**src/rtl/xlc_pkg.sv**
```systemverilog
// Package: shared types of the tagged translation cache.
// Assumes: nothing; imported by the victim selector.
package xlc_pkg;
    // Where a fill is placed.
    typedef enum logic [1:0] {
        VSRC_REUSE = 2'd0,
        VSRC_FREE  = 2'd1,
        VSRC_EVICT = 2'd2
    } vsrc_e;
endpackage

```
**src/rtl/xlc_store.sv**
```systemverilog
// Module: slot storage. Holds the valid bits and the page, frame and identifier
// fields. Applies flushes and single-slot writes.
// Assumes: wr_en is already suppressed by the parent whenever a flush is active.
module xlc_store #(
    parameter int ENTRIES = 8,
    parameter int VPN_W   = 20,
    parameter int PFN_W   = 20,
    parameter int ASID_W  = 8,
    parameter int IDX_W   = $clog2(ENTRIES)
) (
    input  logic              clk,
    input  logic              rst_n,
    input  logic              wr_en,
    input  logic [IDX_W-1:0]  wr_idx,
    input  logic [VPN_W-1:0]  wr_vpn,
    input  logic [PFN_W-1:0]  wr_pfn,
    input  logic [ASID_W-1:0] wr_asid,
    input  logic              clr_all,
    input  logic [ENTRIES-1:0] clr_sel,
    output logic [ENTRIES-1:0] valid_q,
    output logic [VPN_W-1:0]  vpn_q  [ENTRIES],
    output logic [PFN_W-1:0]  pfn_q  [ENTRIES],
    output logic [ASID_W-1:0] asid_q [ENTRIES]
);

    // Valid bits: reset, full clear, selective clear, then set on a write.
    always_ff @(posedge clk) begin
        if (!rst_n) begin
            valid_q <= '0;
        end else if (clr_all) begin
            valid_q <= '0;
        end else begin
            valid_q <= (valid_q & ~clr_sel) |
                       (wr_en ? (ENTRIES'(1) << wr_idx) : '0);
        end
    end

    // Per-slot data fields: written only when the slot is addressed.
    for (genvar g = 0; g < ENTRIES; g++) begin : g_slot
        always_ff @(posedge clk) begin
            if (!rst_n) begin
                vpn_q[g]  <= '0;
                pfn_q[g]  <= '0;
                asid_q[g] <= '0;
            end else if (wr_en && (wr_idx == IDX_W'(g))) begin
                vpn_q[g]  <= wr_vpn;
                pfn_q[g]  <= wr_pfn;
                asid_q[g] <= wr_asid;
            end
        end
    end

    // a full flush leaves no slot valid.
    a_r9_full_clear: assert property (@(posedge clk) disable iff (!rst_n)
        clr_all |=> (valid_q == '0));

    // a written slot is valid in the next cycle.
    a_r5_write_sets_valid: assert property (@(posedge clk) disable iff (!rst_n)
        (wr_en && !clr_all) |=> valid_q[$past(wr_idx)]);

    // a selectively cleared slot is invalid in the next cycle.
    a_r8_sel_clear: assert property (@(posedge clk) disable iff (!rst_n)
        (!wr_en && clr_sel != '0) |=> ((valid_q & $past(clr_sel)) == '0));

endmodule

```
**src/rtl/xlc_match.sv**
```systemverilog
// Module: associative compare. Matches the request, the fill and the flush
// identifier against every slot. Returns the hit and the selected frame.
// Assumes: the storage never holds two valid slots with the same page and identifier.
module xlc_match #(
    parameter int ENTRIES = 8,
    parameter int VPN_W   = 20,
    parameter int PFN_W   = 20,
    parameter int ASID_W  = 8
) (
    input  logic               clk,
    input  logic               rst_n,
    input  logic [ENTRIES-1:0] valid_q,
    input  logic [VPN_W-1:0]   vpn_q  [ENTRIES],
    input  logic [PFN_W-1:0]   pfn_q  [ENTRIES],
    input  logic [ASID_W-1:0]  asid_q [ENTRIES],
    input  logic [VPN_W-1:0]   lk_vpn,
    input  logic [ASID_W-1:0]  lk_asid,
    input  logic [VPN_W-1:0]   fl_vpn,
    input  logic [ASID_W-1:0]  fl_asid,
    input  logic [ASID_W-1:0]  kill_asid,
    output logic               lk_hit,
    output logic [PFN_W-1:0]   lk_pfn,
    output logic [ENTRIES-1:0] dup_vec,
    output logic [ENTRIES-1:0] free_vec,
    output logic [ENTRIES-1:0] kill_vec
);

    logic [ENTRIES-1:0] hit_vec;

    // Per-slot comparators for the request, the fill and the flush identifier.
    for (genvar g = 0; g < ENTRIES; g++) begin : g_cmp
        assign hit_vec[g]  = valid_q[g] && (vpn_q[g] == lk_vpn) && (asid_q[g] == lk_asid);
        assign dup_vec[g]  = valid_q[g] && (vpn_q[g] == fl_vpn) && (asid_q[g] == fl_asid);
        assign kill_vec[g] = asid_q[g] == kill_asid;
    end

    assign free_vec = ~valid_q;
    assign lk_hit   = |hit_vec;

    // Frame select: AND-OR mux over the one-hot hit vector.
    always_comb begin
        lk_pfn = '0;
        for (int i = 0; i < ENTRIES; i++) begin
            lk_pfn = lk_pfn | ({PFN_W{hit_vec[i]}} & pfn_q[i]);
        end
    end

    // at most one slot can match a request.
    a_r7_single_hit: assert property (@(posedge clk) disable iff (!rst_n)
        $onehot0(hit_vec));

    // at most one slot can match a fill.
    a_r7_single_dup: assert property (@(posedge clk) disable iff (!rst_n)
        $onehot0(dup_vec));

endmodule

```
**src/rtl/xlc_victim.sv**
```systemverilog
// Module: fill placement. Picks the matching slot first, then the lowest free
// slot, then the round-robin slot. Advances the pointer only on a replacement.
// Assumes: dup_vec is at most one-hot; take is high only for a committed fill.
module xlc_victim
    import xlc_pkg::*;
#(
    parameter int ENTRIES = 8,
    parameter int IDX_W   = $clog2(ENTRIES)
) (
    input  logic               clk,
    input  logic               rst_n,
    input  logic [ENTRIES-1:0] dup_vec,
    input  logic [ENTRIES-1:0] free_vec,
    input  logic               take,
    output logic [IDX_W-1:0]   idx,
    output vsrc_e              src
);

    localparam logic [IDX_W-1:0] LAST = IDX_W'(ENTRIES - 1);

    logic [IDX_W-1:0] rr_q;

    // Placement choice: a match overrides a free slot, which overrides the pointer.
    always_comb begin
        idx = rr_q;
        src = VSRC_EVICT;
        for (int i = ENTRIES - 1; i >= 0; i--) begin
            if (free_vec[i]) begin
                idx = IDX_W'(i);
                src = VSRC_FREE;
            end
        end
        for (int i = 0; i < ENTRIES; i++) begin
            if (dup_vec[i]) begin
                idx = IDX_W'(i);
                src = VSRC_REUSE;
            end
        end
    end

    // Round-robin pointer: steps with wrap on each committed replacement.
    always_ff @(posedge clk) begin
        if (!rst_n) begin
            rr_q <= '0;
        end else if (take && src == VSRC_EVICT) begin
            rr_q <= (rr_q == LAST) ? '0 : rr_q + 1'b1;
        end
    end

    // the pointer is used only when nothing is free and nothing matches.
    a_r5_evict_only_when_full: assert property (@(posedge clk) disable iff (!rst_n)
        (take && src == VSRC_EVICT) |-> (free_vec == '0 && dup_vec == '0));

    // reusing a matching slot leaves the pointer unchanged.
    a_r7_reuse_keeps_ptr: assert property (@(posedge clk) disable iff (!rst_n)
        (take && src == VSRC_REUSE) |=> $stable(rr_q));

endmodule

```
**src/rtl/tagged_xlate_cache.sv**
```systemverilog
// Module: top of the tagged translation cache. Connects storage, compare and
// placement, resolves fill/flush priority and registers the response.
// Assumes: the walker fills only after a reported miss, with a correct translation.
module tagged_xlate_cache #(
    parameter int ENTRIES = 8,
    parameter int VPN_W   = 20,
    parameter int PFN_W   = 20,
    parameter int ASID_W  = 8
) (
    input  logic              clk,
    input  logic              rst_n,
    input  logic              lk_valid,
    input  logic [VPN_W-1:0]  lk_vpn,
    input  logic [ASID_W-1:0] cur_asid,
    output logic              rsp_valid,
    output logic              rsp_hit,
    output logic              rsp_miss,
    output logic [PFN_W-1:0]  rsp_frame,
    input  logic              fill_valid,
    input  logic [VPN_W-1:0]  fill_vpn,
    input  logic [PFN_W-1:0]  fill_pfn,
    input  logic [ASID_W-1:0] fill_asid,
    input  logic              flush_all,
    input  logic              flush_id_valid,
    input  logic [ASID_W-1:0] flush_id
);
    import xlc_pkg::*;

    localparam int IDX_W = (ENTRIES > 1) ? $clog2(ENTRIES) : 1;

    logic [ENTRIES-1:0] valid_q;
    logic [VPN_W-1:0]   vpn_q  [ENTRIES];
    logic [PFN_W-1:0]   pfn_q  [ENTRIES];
    logic [ASID_W-1:0]  asid_q [ENTRIES];
    logic               lk_hit;
    logic [PFN_W-1:0]   lk_pfn;
    logic [ENTRIES-1:0] dup_vec, free_vec, kill_vec, clr_sel;
    logic [IDX_W-1:0]   wr_idx;
    vsrc_e              wr_src;
    logic               commit;

    // Any flush wins over a fill in the same cycle.
    assign commit  = fill_valid && !flush_all && !flush_id_valid;
    assign clr_sel = flush_id_valid ? kill_vec : '0;

    xlc_store #(
        .ENTRIES(ENTRIES), .VPN_W(VPN_W), .PFN_W(PFN_W),
        .ASID_W(ASID_W), .IDX_W(IDX_W)
    ) u_store (
        .clk(clk), .rst_n(rst_n),
        .wr_en(commit), .wr_idx(wr_idx),
        .wr_vpn(fill_vpn), .wr_pfn(fill_pfn), .wr_asid(fill_asid),
        .clr_all(flush_all), .clr_sel(clr_sel),
        .valid_q(valid_q), .vpn_q(vpn_q), .pfn_q(pfn_q), .asid_q(asid_q)
    );

    xlc_match #(
        .ENTRIES(ENTRIES), .VPN_W(VPN_W), .PFN_W(PFN_W), .ASID_W(ASID_W)
    ) u_match (
        .clk(clk), .rst_n(rst_n),
        .valid_q(valid_q), .vpn_q(vpn_q), .pfn_q(pfn_q), .asid_q(asid_q),
        .lk_vpn(lk_vpn), .lk_asid(cur_asid),
        .fl_vpn(fill_vpn), .fl_asid(fill_asid),
        .kill_asid(flush_id),
        .lk_hit(lk_hit), .lk_pfn(lk_pfn),
        .dup_vec(dup_vec), .free_vec(free_vec), .kill_vec(kill_vec)
    );

    xlc_victim #(
        .ENTRIES(ENTRIES), .IDX_W(IDX_W)
    ) u_victim (
        .clk(clk), .rst_n(rst_n),
        .dup_vec(dup_vec), .free_vec(free_vec), .take(commit),
        .idx(wr_idx), .src(wr_src)
    );

    // Response register: one cycle after the request, judged on the pre-edge contents.
    always_ff @(posedge clk) begin
        if (!rst_n) begin
            rsp_valid <= 1'b0;
            rsp_hit   <= 1'b0;
            rsp_miss  <= 1'b0;
            rsp_frame <= '0;
        end else begin
            rsp_valid <= lk_valid;
            rsp_hit   <= lk_valid && lk_hit;
            rsp_miss  <= lk_valid && !lk_hit;
            rsp_frame <= (lk_valid && lk_hit) ? lk_pfn : '0;
        end
    end

    // a request produces a response in the next cycle.
    a_r1_rsp_follows: assert property (@(posedge clk) disable iff (!rst_n)
        lk_valid |=> rsp_valid);

    // no request, no response in the next cycle.
    a_r1_no_spurious: assert property (@(posedge clk) disable iff (!rst_n)
        !lk_valid |=> !rsp_valid);

    // a response is exactly one of hit or miss.
    a_r2_hit_xor_miss: assert property (@(posedge clk) disable iff (!rst_n)
        rsp_valid |-> (rsp_hit != rsp_miss));

    // a miss carries a zero frame.
    a_r2_miss_zero_frame: assert property (@(posedge clk) disable iff (!rst_n)
        rsp_miss |-> (rsp_frame == '0));

    // a fill during a flush leaves every slot invalid after a full flush.
    a_r10_flush_beats_fill: assert property (@(posedge clk) disable iff (!rst_n)
        (flush_all && fill_valid) |=> (valid_q == '0));

endmodule

```
**config.mk**
```make
export PLATFORM = sky130hd
export DESIGN_NAME = tagged_xlate_cache
export DESIGN_NICKNAME = d
export VERILOG_FILES = /design/src/rtl/xlc_pkg.sv /design/src/rtl/xlc_store.sv /design/src/rtl/xlc_match.sv /design/src/rtl/xlc_victim.sv /design/src/rtl/tagged_xlate_cache.sv
export SDC_FILE = /design/constraint.sdc
export NUM_CORES = 1
export LEC_CHECK = 0
export BUFFER_PORTS_ARGS = -buffer_cell sky130_fd_sc_hd__buf_2
export CAP_MARGIN = 20
export CORE_UTILIZATION = 48
export DETAILED_ROUTE_END_ITERATION = 16
export GPL_TIMING_DRIVEN = 0
export PLACE_DENSITY_LB_ADDON = 0.12
export SLEW_MARGIN = 20
export SYNTH_ARGS = -nofsm -noshare
export SYNTH_HDL_FRONTEND = slang
export SYNTH_HIERARCHICAL = 1
export SYNTH_SLANG_ARGS = --single-unit
```
**constraint.sdc**
```tcl
create_clock -name clk -period 5.72 [get_ports clk]
set_input_delay 0.572 -clock clk [delete_from_list [all_inputs] [get_ports clk]]
set_output_delay 0.572 -clock clk [all_outputs]
set_load 0.01 [all_outputs]
```
==> qor.txt <==
post-CTS setup buffer count: 0
Total Wirelength: 96200 microns
post-CTS sizing: 0
Cells after DPL: 3057
RSZ-0062 raised after global routing: false
core area: 0.0454 sq mm
setup TNS: 0 ns
synth warn: 6
leakage: 11.5 nW
pin count of the biggest net entering global routing: 14
hpwl dp: 69800 microns
share of layout cells above drive strength 1: 0.108
Final period util: 0.898
Worst VDD drop: 0.302 mV
global-route wire length before repair: 134000 microns
final setup vio count: 0
CTS Buffer Depth: 3
Clock Skew: 0.0232 ns
post-route ant nets: 0
GP Congestion: 1.01
max-slew violations: 0
Crit path required time: 6.22 ns
Period minus WS final: 5.13 ns
clk_lat worst skew: 0.60 ns
outcome: completed
Sink Count: 418
Final Core Density: 0.550
Slowest Stage Delay on Critical Path: 0.93 ns
root buffer cell: clkbuf_16
Slew HR: 0.151
family with the most delay on the worst path: buffers and inverters
Initial Utilization: 0.487
row cnt: 78
Final Instance Area: 0.0250 sq mm
fill cell count: 4242
CTS tree: done
maxcap violations: 0
clock-pin slew on the worst setup and hold paths: 0.06 ns
vias post-DR: 19200
Crit. End Element: register
DRC: 0
Avg Cell Area, Syn: 9.29 sq um
GRT overflow: 0
H-tree levels: 2
vias in the first global route: 17900
DIE AREA: 0.0469 sq mm
crit-path cells: buf_2 -> clkbuf_1 -> xor2_1 -> nor4_1 -> nand3_1 -> a2111oi_0 -> nor2_1 -> a21oi_1 -> or2_2 -> a31oi_1 -> buf_6 -> nand4bb_1 -> clkbuf_1 -> buf_4 -> buf_2 -> mux2i_1
Mapped Cells: 2379
Hold/Removal Path Class: input port to register
area delta synth->final: 12.8%
syn nets: 2471
Power Dens Cells: 274 mW/mm^2
Die Span Y: 217 microns
Worst Path Max Fanout: 10
GRT Overall Usage: 0.405
mapped cell area: 0.0221 sq mm
FMAX: 195 MHz
critical path's slowest cell: a2111oi_0
WL per Instance: 30.6 microns
number of I/O pins: 113
initial DRC count: 2380
Critical Path Source Type: input port
Setup Crit Path Kind: input port to register
Final Net Count: 2598
CP arrival: 5.64 ns
Final Non-Filler Cells: 3144
area post-placement: 0.0233 sq mm
initial antenna violation count: 1
I/O Buffers: 76
Bufs and invs on worst path: 6
CTS Hold Bufs: 0
Inserted Clock Buffers: 47
final hold vios: 0
Slew @ Worst Pin: 1.27 ns
1st-pass router iterations: 6
drt via density: 6.10
Die X: 217 microns
antenna fix cells: 0
## layout make-up
cell class,count,area [sq um],share of cell area
clock buffer,68,1370,0.0548
sequential,418,8370,0.335
tap,600,751,0.0301
clock inverter,19,265,0.0106
buffer,185,993,0.0398
multi-input combinational,1756,12700,0.511
inverter,20,75.1,0.00301
timing repair buffer,78,395,0.0158
## worst reg2reg max path, stage by stage, from the launching register on
cell and delay (ns):
dfxtp_1 0.34, xor2_1 0.19, nor4_1 0.86, nand3_1 0.16, a2111oi_0 0.93, nor2_1 0.09
a21oi_1 0.17, or2_2 0.12, a31oi_1 0.09, buf_6 0.15, nand4bb_1 0.11, clkbuf_1 0.32
buf_4 0.35, buf_2 0.45, mux2i_1 0.25
## metal layers
layer	vias to the layer above	part of all wire	track usage
met5	-	0.00014	0
met4	2	0.031	0.126
met3	160	0.11	0.102
met2	1113	0.41	0.582
met1	9575	0.44	0.587
li1	8333	-	-
## placed cells by master, fill, tap and decap left out, drive strengths merged, types with 3 or more instances in the layout
cell type	count
nand2	476
dfxtp	418
mux2i	384
xor2	273
xnor2	232
buf	178
clkbuf	153
nand4	88
nor4	78
a22oi	61
nand3	21
inv	21
o22a	20
and4	20
nor3	17
nor2	15
a21oi	14
nand2b	12
clkinv	10
and2	9
o21ai	7
bufinv	6
or4	3
nand4bb	3
nand4b	3
## where the power goes
| group | internal, mW | switching (mW) | leakage [nW] | total, mW |
|---|---|---|---|---|
| clock | 1.93 | 1.31 | 0.801 | 3.24 |
| sequential | 2.92 | 0.0158 | 3.37 | 2.94 |
| combinational | 0.178 | 0.473 | 7.35 | 0.651 |
## state kept, by name, summed over array words and instances (netlist names)
| register | cells |
|---|---|
| u_store/pfn_q | 160 |
| rsp_frame | 20 |
| u_store/asid_q | 64 |
| u_store/valid_q | 8 |
| u_store/vpn_q | 160 |
| rsp_miss | 1 |
| rsp_hit | 1 |
| u_victim/rr_q | 3 |
| rsp_valid | 1 |
## final timing paths
path / startpoint / endpoint / slack (ns) / cells after the start
setup / recovery: fill_vpn[6] / u_store/vpn_q[132]$_SDFFE_PN0P_ / 0.59 / 16
hold / removal: lk_valid / rsp_frame[19]$_SDFF_PN0_ / 0.31 / 2
setup reg to reg: u_store/vpn_q[145]$_SDFFE_PN0P_ / u_store/vpn_q[132]$_SDFFE_PN0P_ / 1.05 / 14
hold reg to reg: u_store/pfn_q[155]$_SDFFE_PN0P_ / u_store/pfn_q[155]$_SDFFE_PN0P_ / 0.46 / 2
## per-stage QoR
| step | setup slack, ns | hold WS (ns) | power [mW] |
|---|---|---|---|
| after floorplan | 1.97 | 0.434 | 3.35 |
| after global placement | -0.791 | 0.443 | 3.62 |
| after detailed placement | 0.307 | 0.448 | 3.62 |
| after CTS | 0.907 | 0.283 | 6.82 |
| after global routing | 0.489 | 0.312 | 6.97 |
| final | 0.585 | 0.306 | 6.83 |
(Power assumes the default switching activity.)
